### src/rtl/dma_seq_pkg.sv
package dma_seq_pkg;

  typedef enum logic [3:0] {
    ST_IDLE, ST_FETCH, ST_WAIT_DREQ, ST_READ_REQ, ST_PER_PUSH,
    ST_WRITE_REQ, ST_WRITE_WAIT, ST_XFER_DONE, ST_WAIT_END,
    ST_WAIT_READY, ST_CHECK_CHAIN, ST_TERMINATE, ST_HALTED
  } seq_state_e;

  // control word flag positions
  localparam int CTL_CHAIN = 0;
  localparam int CTL_WEND  = 1;
  localparam int CTL_WRDY  = 2;
  localparam int CTL_M2P   = 3;
  localparam int CTL_IRQ   = 4;
  localparam int CTL_FLAGS = 5;

endpackage

### src/rtl/dma_seq_bytecnt.sv
module dma_seq_bytecnt #(
  parameter int CNT_W = 16,
  parameter int STEP  = 4
) (
  input  logic             clk,
  input  logic             clr,
  input  logic             load,
  input  logic [CNT_W-1:0] load_val,
  input  logic             dec,
  output logic [CNT_W-1:0] cnt
);

  localparam logic [CNT_W-1:0] STEP_V = CNT_W'(STEP);

  always_ff @(posedge clk) begin
    if (clr)       cnt <= '0;
    else if (load) cnt <= load_val;
    else if (dec)  cnt <= (cnt < STEP_V) ? '0 : cnt - STEP_V;
  end

  AST_CNT_FALLS: assert property (@(posedge clk) disable iff (clr)
    (dec && !load && cnt != '0) |=> (cnt < $past(cnt)));

endmodule

### src/rtl/dma_seq_ctrl.sv
module dma_seq_ctrl
  import dma_seq_pkg::*;
#(
  parameter int ADDR_W = 32,
  parameter int CNT_W  = 16,
  parameter int STEP   = 4
) (
  input  logic              clk,
  input  logic              clr,
  input  logic              kick,
  input  logic [ADDR_W-1:0] start_ptr,
  input  logic              halt_on_term,
  input  logic              terminate,
  output logic              mem_req,
  output logic              mem_we,
  output logic [ADDR_W-1:0] mem_addr,
  output logic [31:0]       mem_wdata,
  input  logic              mem_gnt,
  input  logic [31:0]       mem_rdata,
  input  logic              mem_done,
  input  logic              per_dreq,
  input  logic [31:0]       per_rdata,
  output logic              per_strobe,
  output logic [31:0]       per_wdata,
  input  logic              per_cmd_end,
  input  logic              dev_ready,
  input  logic [CNT_W-1:0]  mem_left,
  output logic              irq,
  output logic              cnt_load,
  output logic [CNT_W-1:0]  cnt_val,
  output logic              dec_mem,
  output logic              dec_per
);

  localparam logic [ADDR_W-1:0] ASTEP = ADDR_W'(STEP);
  localparam logic [CNT_W-1:0]  CSTEP = CNT_W'(STEP);

  seq_state_e               state;
  logic [1:0]               idx;
  logic [ADDR_W-1:0]        next_ptr, addr_q;
  logic [CTL_FLAGS-1:0]     flags;
  logic                     zero_cnt;
  logic [31:0]              data_q;
  logic                     t_req, t_we, t_done, irq_q;
  logic                     active, req_state;

  assign active    = !(state inside {ST_IDLE, ST_HALTED, ST_TERMINATE});
  assign req_state = state inside {ST_FETCH, ST_READ_REQ, ST_WRITE_REQ};

  assign mem_req    = req_state || (state == ST_TERMINATE && t_req);
  assign mem_we     = (state == ST_WRITE_REQ) || (state == ST_TERMINATE && t_req && t_we);
  assign mem_addr   = addr_q;
  assign mem_wdata  = data_q;
  assign per_wdata  = data_q;
  assign per_strobe = (state == ST_PER_PUSH) ||
                      (state == ST_WAIT_DREQ && per_dreq && !flags[CTL_M2P] && !terminate);
  assign dec_per    = per_strobe;
  assign dec_mem    = !terminate && ((state == ST_READ_REQ && mem_gnt) ||
                                     (state == ST_WRITE_WAIT && mem_done));
  assign cnt_load   = !terminate && state == ST_FETCH && idx == 2'd1 && mem_gnt;
  assign cnt_val    = mem_rdata[31:16];
  assign irq        = irq_q;

  always_ff @(posedge clk) begin
    irq_q <= 1'b0;
    if (clr) begin
      state <= ST_IDLE;  idx <= '0;  addr_q <= '0;  next_ptr <= '0;
      flags <= '0;  zero_cnt <= 1'b0;  data_q <= '0;
      t_req <= 1'b0;  t_we <= 1'b0;  t_done <= 1'b0;
    end else if (terminate && active) begin
      state  <= ST_TERMINATE;
      t_req  <= req_state && !mem_gnt;
      t_we   <= (state == ST_WRITE_REQ);
      t_done <= (state == ST_WRITE_REQ && mem_gnt) || (state == ST_WRITE_WAIT && !mem_done);
    end else begin
      case (state)
        ST_IDLE: if (kick) begin
          state <= ST_FETCH;  addr_q <= start_ptr;  idx <= '0;
        end
        ST_FETCH: if (mem_gnt) begin
          if (idx == 2'd0) next_ptr <= mem_rdata[ADDR_W-1:0];
          if (idx == 2'd1) begin
            flags    <= mem_rdata[CTL_FLAGS-1:0];
            zero_cnt <= (mem_rdata[31:16] == 16'd0);
          end
          if (idx == 2'd2) begin
            addr_q <= mem_rdata[ADDR_W-1:0];
            idx    <= '0;
            state  <= zero_cnt ? ST_XFER_DONE : ST_WAIT_DREQ;
          end else begin
            idx    <= idx + 2'd1;
            addr_q <= addr_q + ASTEP;
          end
        end
        ST_WAIT_DREQ: if (per_dreq) begin
          if (flags[CTL_M2P]) state <= ST_READ_REQ;
          else begin
            data_q <= per_rdata;
            state  <= ST_WRITE_REQ;
          end
        end
        ST_READ_REQ: if (mem_gnt) begin
          data_q <= mem_rdata;
          addr_q <= addr_q + ASTEP;
          state  <= ST_PER_PUSH;
        end
        ST_PER_PUSH:   state <= (mem_left == '0) ? ST_XFER_DONE : ST_WAIT_DREQ;
        ST_WRITE_REQ:  if (mem_gnt) state <= ST_WRITE_WAIT;
        ST_WRITE_WAIT: if (mem_done) begin
          addr_q <= addr_q + ASTEP;
          state  <= (mem_left <= CSTEP) ? ST_XFER_DONE : ST_WAIT_DREQ;
        end
        ST_XFER_DONE: begin
          irq_q <= flags[CTL_IRQ];
          state <= flags[CTL_WEND] ? ST_WAIT_END :
                   flags[CTL_WRDY] ? ST_WAIT_READY : ST_CHECK_CHAIN;
        end
        ST_WAIT_END:   if (per_cmd_end) state <= flags[CTL_WRDY] ? ST_WAIT_READY : ST_CHECK_CHAIN;
        ST_WAIT_READY: if (dev_ready) state <= ST_CHECK_CHAIN;
        ST_CHECK_CHAIN: begin
          if (flags[CTL_CHAIN]) begin
            state <= ST_FETCH;  addr_q <= next_ptr;  idx <= '0;
          end else state <= ST_IDLE;
        end
        ST_TERMINATE: begin
          if (t_req) begin
            if (mem_gnt) begin
              t_req <= 1'b0;
              if (t_we) t_done <= 1'b1;
              else state <= halt_on_term ? ST_HALTED : ST_IDLE;
            end
          end else if (t_done) begin
            if (mem_done) begin
              t_done <= 1'b0;
              state  <= halt_on_term ? ST_HALTED : ST_IDLE;
            end
          end else state <= halt_on_term ? ST_HALTED : ST_IDLE;
        end
        default: ;
      endcase
    end
  end

  AST_REQ_HELD: assert property (@(posedge clk) disable iff (clr)
    (mem_req && !mem_gnt) |=> (mem_req && $stable(mem_addr)));
  AST_WRITE_WAITS: assert property (@(posedge clk) disable iff (clr)
    (state == ST_WRITE_WAIT && !mem_done && !terminate) |=> (state == ST_WRITE_WAIT));
  AST_IDLE_QUIET: assert property (@(posedge clk) disable iff (clr)
    (state == ST_IDLE) |-> (!mem_req && !per_strobe));
  AST_IRQ_SINGLE: assert property (@(posedge clk) disable iff (clr)
    irq |=> !irq);
  AST_HALT_STICKY: assert property (@(posedge clk) disable iff (clr)
    (state == ST_HALTED) |=> (state == ST_HALTED));

endmodule

### src/rtl/dma_cmd_seq.sv
module dma_cmd_seq #(
  parameter int ADDR_W     = 32,
  parameter int STEP_BYTES = 4
) (
  input  logic              clk,
  input  logic              rst,
  input  logic              chan_rst,
  input  logic              kick,
  input  logic [ADDR_W-1:0] start_ptr,
  input  logic              halt_on_term,
  input  logic              terminate,
  output logic              mem_req,
  output logic              mem_we,
  output logic [ADDR_W-1:0] mem_addr,
  output logic [31:0]       mem_wdata,
  input  logic              mem_gnt,
  input  logic [31:0]       mem_rdata,
  input  logic              mem_done,
  input  logic              per_dreq,
  input  logic [31:0]       per_rdata,
  output logic              per_strobe,
  output logic [31:0]       per_wdata,
  input  logic              per_cmd_end,
  input  logic              dev_ready,
  output logic              irq,
  output logic [31:0]       debug_word
);

  localparam int CNT_W = 16;

  logic             clr, cnt_load, dec_mem, dec_per;
  logic [CNT_W-1:0] cnt_val, mem_left, per_left;

  assign clr        = rst || chan_rst;
  assign debug_word = {mem_left, per_left};

  dma_seq_ctrl #(.ADDR_W(ADDR_W), .CNT_W(CNT_W), .STEP(STEP_BYTES)) u_ctrl (
    .clk(clk), .clr(clr), .kick(kick), .start_ptr(start_ptr),
    .halt_on_term(halt_on_term), .terminate(terminate),
    .mem_req(mem_req), .mem_we(mem_we), .mem_addr(mem_addr), .mem_wdata(mem_wdata),
    .mem_gnt(mem_gnt), .mem_rdata(mem_rdata), .mem_done(mem_done),
    .per_dreq(per_dreq), .per_rdata(per_rdata), .per_strobe(per_strobe),
    .per_wdata(per_wdata), .per_cmd_end(per_cmd_end), .dev_ready(dev_ready),
    .mem_left(mem_left), .irq(irq), .cnt_load(cnt_load), .cnt_val(cnt_val),
    .dec_mem(dec_mem), .dec_per(dec_per)
  );

  dma_seq_bytecnt #(.CNT_W(CNT_W), .STEP(STEP_BYTES)) u_mem_cnt (
    .clk(clk), .clr(clr), .load(cnt_load), .load_val(cnt_val),
    .dec(dec_mem), .cnt(mem_left)
  );

  dma_seq_bytecnt #(.CNT_W(CNT_W), .STEP(STEP_BYTES)) u_per_cnt (
    .clk(clk), .clr(clr), .load(cnt_load), .load_val(cnt_val),
    .dec(dec_per), .cnt(per_left)
  );

endmodule

### config.mk
export PLATFORM = sky130hd
export DESIGN_NAME = dma_cmd_seq
export DESIGN_NICKNAME = d
export VERILOG_FILES = /design/src/rtl/dma_seq_pkg.sv /design/src/rtl/dma_seq_bytecnt.sv /design/src/rtl/dma_seq_ctrl.sv /design/src/rtl/dma_cmd_seq.sv
export SDC_FILE = /design/constraint.sdc
export NUM_CORES = 1
export LEC_CHECK = 0
export CORE_UTILIZATION = 53
export DETAILED_ROUTE_END_ITERATION = 10
export GPL_TIMING_DRIVEN = 0
export PLACE_DENSITY_LB_ADDON = 0.25
export SLEW_MARGIN = 25
export SYNTH_ARGS = -nofsm -noshare
export SYNTH_HDL_FRONTEND = slang
export SYNTH_SLANG_ARGS = --single-unit
### constraint.sdc
create_clock -name clk -period 4.6 [get_ports clk]
set_input_delay 0.92 -clock clk [delete_from_list [all_inputs] [get_ports clk]]
set_output_delay 0.92 -clock clk [all_outputs]
set_load 0.1 [all_outputs]
Word-level counts from Yosys, hierarchy flattened

Index checks and enable logic that the tools add are counted.

Bits in registers: 144
Output and inout port bits: 132
Logic and storage cells: 172

Add/sub/neg operators: 4
Magnitude comparators: 3
Equality and inequality tests: 42
Mux-type cells: 57
Bitwise gates (word level): 2
Reduce and logical (&&, ||, !) cells: 50

Operators with widths:

| operator                                                               | number |
|---|---|
| 32-bit two-way mux                                                     | 9 |
| 32-bit case mux with 5 select lines                                    | 1 |
| 16-bit two-way mux                                                     | 6 |
| 4-bit two-way mux                                                      | 17 |
| 32-bit case mux with 2 select lines                                    | 1 |
| 4-bit case mux with 12 select lines                                    | 1 |
| 3-bit != test, second input constant                                   | 11 |
| 32-bit by 3-bit adder with 32-bit output, second input constant        | 1 |
| 16-bit zero test                                                       | 2 |
| 16-bit by 3-bit < comparator with 1-bit output, second input constant  | 2 |
| 16-bit by 3-bit subtractor with 16-bit output, second input constant   | 2 |
| 13-bit AND reduction                                                   | 2 |
| 4-bit equality test, second input constant                             | 5 |
| 2-bit != test, second input constant                                   | 10 |
| 4-bit by 3-bit equality test with 1-bit output, second input constant  | 4 |
| 16-bit by 3-bit <= comparator with 1-bit output, second input constant | 1 |
| 1-bit logical AND                                                      | 15 |
| 13-bit nonzero test                                                    | 1 |
| 1-bit two-way mux                                                      | 12 |
| 3-bit two-way mux                                                      | 4 |
| 12-bit nonzero test                                                    | 1 |
| 2-bit two-way mux                                                      | 5 |
| 5-bit AND reduction                                                    | 2 |
| 3-bit nonzero test                                                     | 3 |
| other kinds (23)                                                       | 40 |

Logic depth before layout (Yosys ltp)

Depth in word-level cells: 7
Gate-level depth with buffers: 9
Gate-level depth less buffers: 7

Cells and area by module

Synthesis repeated with hierarchy kept, for this count alone.

Cell total of the unflattened synthesis: 1038
Area, all modules: 8511.9 um^2

By module, submodules not included:

| module          | instances | cells each | area an instance (um^2) |
|---|---|---|---|
| dma_seq_ctrl    | 1         | 815        | 6603.8 |
| dma_seq_bytecnt | 2         | 111        | 950.9 |
| dma_cmd_seq     | 1         | 1          | 6.3 |

Least setup slack after synthesis

No wires, ideal clock.

Kind: register to output
Start: reg u_ctrl.state[1]
End: out mem_req
Arrival time: 2.621 ns
Setup slack: 1.059 ns
Stages on the path, launching flop included: 7
Buffers on the path: 4
Cell sequence: dfxtp_1 buf_2 buf_2 buf_4 clkbuf_1 nand2_1 a21oi_1

Longest elaborated chain between the ends: 3
Elaborated cells on any way between the ends: 7
Those cells by class: eq/ne: 4; reduce/logical: 3

Ends and longest elaborated chain:

| element                                                                | RTL line                               | source |
|---|---|---|
| start, declared                                                        | dma_seq_ctrl.sv:38                     | `seq_state_e state;` |
| start signal, assigned                                                 | dma_seq_ctrl.sv:89                     | `state <= zero_cnt ? ST_XFER_DONE : ST_WAIT_DREQ;` |
| start signal, assigned                                                 | dma_seq_ctrl.sv:107                    | `ST_PER_PUSH: state <= (mem_left == '0) ? ST_XFER_DONE : ST_WAIT_DREQ;` |
| start signal, assigned                                                 | dma_seq_ctrl.sv:111                    | `state <= (mem_left <= CSTEP) ? ST_XFER_DONE : ST_WAIT_DREQ;` |
| 4-bit by 1-bit equality test with 1-bit output (tied with other cells) | dma_seq_ctrl.sv:48                     | `assign req_state = state inside {ST_FETCH, ST_READ_REQ, ST_WRITE_REQ};` |
| 3-bit nonzero test or 1-bit logical AND (tied branches)                | dma_seq_ctrl.sv:48, dma_seq_ctrl.sv:50 |  |
| 1-bit logical OR (*)                                                   | dma_seq_ctrl.sv:50                     | `assign mem_req = req_state \|\| (state == ST_TERMINATE && t_req);` |
| end, declared                                                          | dma_cmd_seq.sv:12                      | `output logic mem_req,` |

Mark *: on every way between the ends. The rest lies on a longest branch, timed or not.

Worst setup path in the final report

Start: reg u_ctrl.state[1]
End: out mem_we

Longest elaborated chain between the ends: 4
Elaborated cells on any way between the ends: 5
Those cells by class: eq/ne: 2; reduce/logical: 3

Ends and longest elaborated chain:

| element                         | RTL line           | source |
|---|---|---|
| 4-bit equality test             | dma_seq_ctrl.sv:51 | `assign mem_we = (state == ST_WRITE_REQ) \|\| (state == ST_TERMINATE && t_req && t_we);` |
| 1-bit logical AND (2 in series) | dma_seq_ctrl.sv:51 |  |
| 1-bit logical OR (*)            | dma_seq_ctrl.sv:51 |  |
| end, declared                   | dma_cmd_seq.sv:13  | `output logic mem_we,` |

Marks and branches as above.

==> summary.md <==
| Metric | Value |
|---|---|
| Status | `completed` |
| Setup TNS | `0 ns` |
| Routability cong. | `0.984` |
| Largest net degree at the start of global routing | `17` |
| Synth Register Bits | `144` |
| Post-Synthesis Cells | `1039` |
| Multiplexer area fraction after synthesis | `7.67%` |
| Fin. max-slew vios | `0` |
| Gr busiest metal | `met2` |
| WL per Instance | `22.5 um` |
| Met3 usage | `11.3%` |
| Fmax | `0.240 GHz` |
| Synth warn | `0` |
| CTS Buffer Depth | `2` |
| HPWL after detailed placement | `25200 um` |
| CTS Buf Count | `17` |
| Rows | `46` |
| Async SR Flop Fraction | `0%` |
| Hold Crit Class | `reg -> reg` |
| DRT Pass-1 Iters | `7` |
| LEAKAGE | `4.02 nW` |
| Grt ovf | `0` |
| Most used DFF post-synth | `dfxtp_1` |
| Worst Path Max Fanout | `10` |
| Post-synthesis simple-gate area fraction | `21.2%` |
| Final net count | `1408` |
| Worst VDD drop | `0.000494 V` |
| Root buf cell | `clkbuf_16` |
| Rel. slew slack | `30.2%` |
| Yosys top cell by area | `dfxtp_1` |
| Post-Route WL | `34300 um` |
| RSZ-0062 raised after global routing | `false` |
| Die area | `0.0168 mm2` |
| Die W | `129 um` |
| Setup crit start kind | `register` |
| Met1 Usage GRT | `52.5%` |
| TritonCTS clock tree | `done` |
| Placed Cells | `1493` |
| Ports | `239` |
| # setup viols final | `0` |
| # DRC | `0` |
| Initial antenna violation count | `0` |
| Floorplan core area | `0.0159 mm2` |
| Via Count | `10223` |
| Actual slew at the worst max-slew pin | `1.04 ns` |
| First-pass GRT wire length | `51300 um` |
| Buffers added on ports | `238` |
| Antenna viol nets, final | `0` |
| Post-synth net total | `1151` |
| Clock period minus worst slack | `4.17 ns` |
| Filler cells | `1220` |
| Reg clk slew, reported paths | `0.06 ns` |
| Hold Vio Cnt, Final | `0` |
| Htree depth | `4` |
| Number of synthesized flops with an enable pin | `0` |
| WP data arrival | `3.25 ns` |
| Clk_lat worst skew | `0.44 ns` |
| Largest family of logic cells by synthesized area | `compound AO/OA/AOI/OAI gates` |
| Seq/Total Area, Yosys | `33.5%` |
| Crit path kind | `reg -> out` |
| Number of max-cap violations | `0` |
| PD cells | `602 mW/mm2` |
| Clk_skew | `0.00827 ns` |
| Commonest cells in the netlist | `dfxtp_1, nor2_1, nand2_1` |
| ANT cells | `0` |
| CTS Sinks | `144` |
| Share of the synthesized area in the top cell type | `33.5%` |
| Vias in the first global route | `9137` |
| Layout Cells excl Fill | `1525` |
| Starting Density | `54.2%` |
| Die Span Y | `129 um` |
| Total track usage | `40.3%` |
| Vias per std cell | `6.70` |
| Worst setup EP type | `primary output` |
| Leading post-synthesis cells by cell area | `dfxtp_1, mux2i_1, nor2_1` |
| Complex-gate fraction of the synthesized area | `27.9%` |
| Top-count cell post-synth | `dfxtp_1` |
| Share of cells above drive strength 1 | `9.78%` |
| Distinct cells, synth | `88` |
| Post-Synth XOR/XNOR Area | `0.814%` |
| Initial DRC count | `1363` |
| Area growth syn-to-layout | `38.4%` |
| GRT met2 Usage | `61.6%` |
| Post-synthesis average cell area | `8.29 um2` |
| Hold_buf cts | `0` |
| Synth Cell Area | `0.00861 mm2` |
| Fin crit share | `90.8%` |
| CP Data Required Time | `3.68 ns` |
| Post-Synth Adder-Cell Area | `0.727%` |
-- cells by family (layout without fill, tap and decap cells) --
group	Yosys count	after routing
flops	144	144
buf+inv	140	410
mux	66	66
xor+xnor	8	8
fa+ha+maj	5	5
simple gates	348	348
compound gates	328	328
-- path summary, 6_finish.rpt --
check | startpoint | endpoint | slack, ns | depth (start not counted)
hold / removal | u_ctrl.t_done | u_ctrl.t_done | 0.47 | 2
setup / recovery | u_ctrl.state[1] | mem_we | 0.43 | 8
setup reg to reg | u_ctrl.state[2] | u_ctrl.mem_addr[25] | 1.79 | 7
hold reg to reg | u_ctrl.t_done | u_ctrl.t_done | 0.47 | 2
-- cells in the final DEF, fill, tap and decap left out, types with 30 or more instances in the layout --
cell	instances
mux2i_1	66
a211oi_1	44
a21oi_1	58
clkdlybuf4s50_1	237
nand2_1	67
buf_2	34
buf_4	38
nor2_1	107
o21ai_0	30
dfxtp_1	144
clkbuf_1	42
-- worst max-delay path, cell delays in order (launching register included) --
cell	delay, ns
dfxtp_1	0.31
buf_2	0.19
buf_2	0.24
buf_4	0.23
clkbuf_1	0.32
nand3_1	0.12
o22ai_1	0.13
and2_1	0.14
clkdlybuf4s50_1	1.12
-- per-layer routing --
metal | share of wire [%] | routed length (um)
met5 | 0 | 0
met4 | 4.5 | 1540
met3 | 13 | 4600
met2 | 43 | 14800
met1 | 39 | 13400
-- final cells by class --
| class | count | area (um2) | share of cell area (%) |
|---|---|---|---|
| Buffer | 121 | 639 | 5.37 |
| Clock buffer | 21 | 470 | 3.95 |
| Clock inverter | 11 | 178 | 1.49 |
| Inverter | 19 | 71.3 | 0.599 |
| Multi-Input combinational cell | 755 | 5020 | 42.1 |
| Sequential cell | 144 | 2880 | 24.2 |
| Tap cell | 216 | 270 | 2.27 |
| Timing Repair Buffer | 238 | 2380 | 20.0 |
-- power by group --
group,internal (W),switching (W),total (W)
registers,0.00141,0.000198,0.00161
logic,0.00118,0.00284,0.00402
clock network,0.000956,0.000583,0.00154
total,0.00354,0.00362,0.00717
-- registers in the layout (all words and copies together), names as in the netlist --
signal and cells:
u_ctrl.mem_addr 32, u_ctrl.irq 1, u_ctrl.t_we 1, u_ctrl.next_ptr 32, u_ctrl.flags 5, u_ctrl.t_done 1, u_ctrl.idx 2, u_per_cnt.cnt 16
u_mem_cnt.cnt 16, u_ctrl.zero_cnt 1, u_ctrl.state 4, u_ctrl.t_req 1, u_ctrl.mem_wdata 32
-- repair_timing --
item | 4_1_cts | 5_1_grt
gates resized for setup | 0 | 1
endpoints found under the hold margin | 0 | 0
endpoints found under the setup margin | 0 | 1
buffers inserted | 0 | 0
-- metrics by stage --
step	worst slack, ns	util (%)	instance area, um2	power, W	hold slack, ns
2_1_floorplan	1.06	-	8610	0.00446	0.415
3_3_place_gp	0.125	70.9	11300	0.00550	0.458
3_5_place_dp	0.115	70.9	11300	0.00552	0.462
4_1_cts	0.113	75.0	11900	0.00705	0.474
5_1_grt	0.319	75.0	11900	0.00739	0.506
6_report	0.425	75.0	11900	0.00717	0.474
Note: power is estimated with default switching activity, not from simulation.
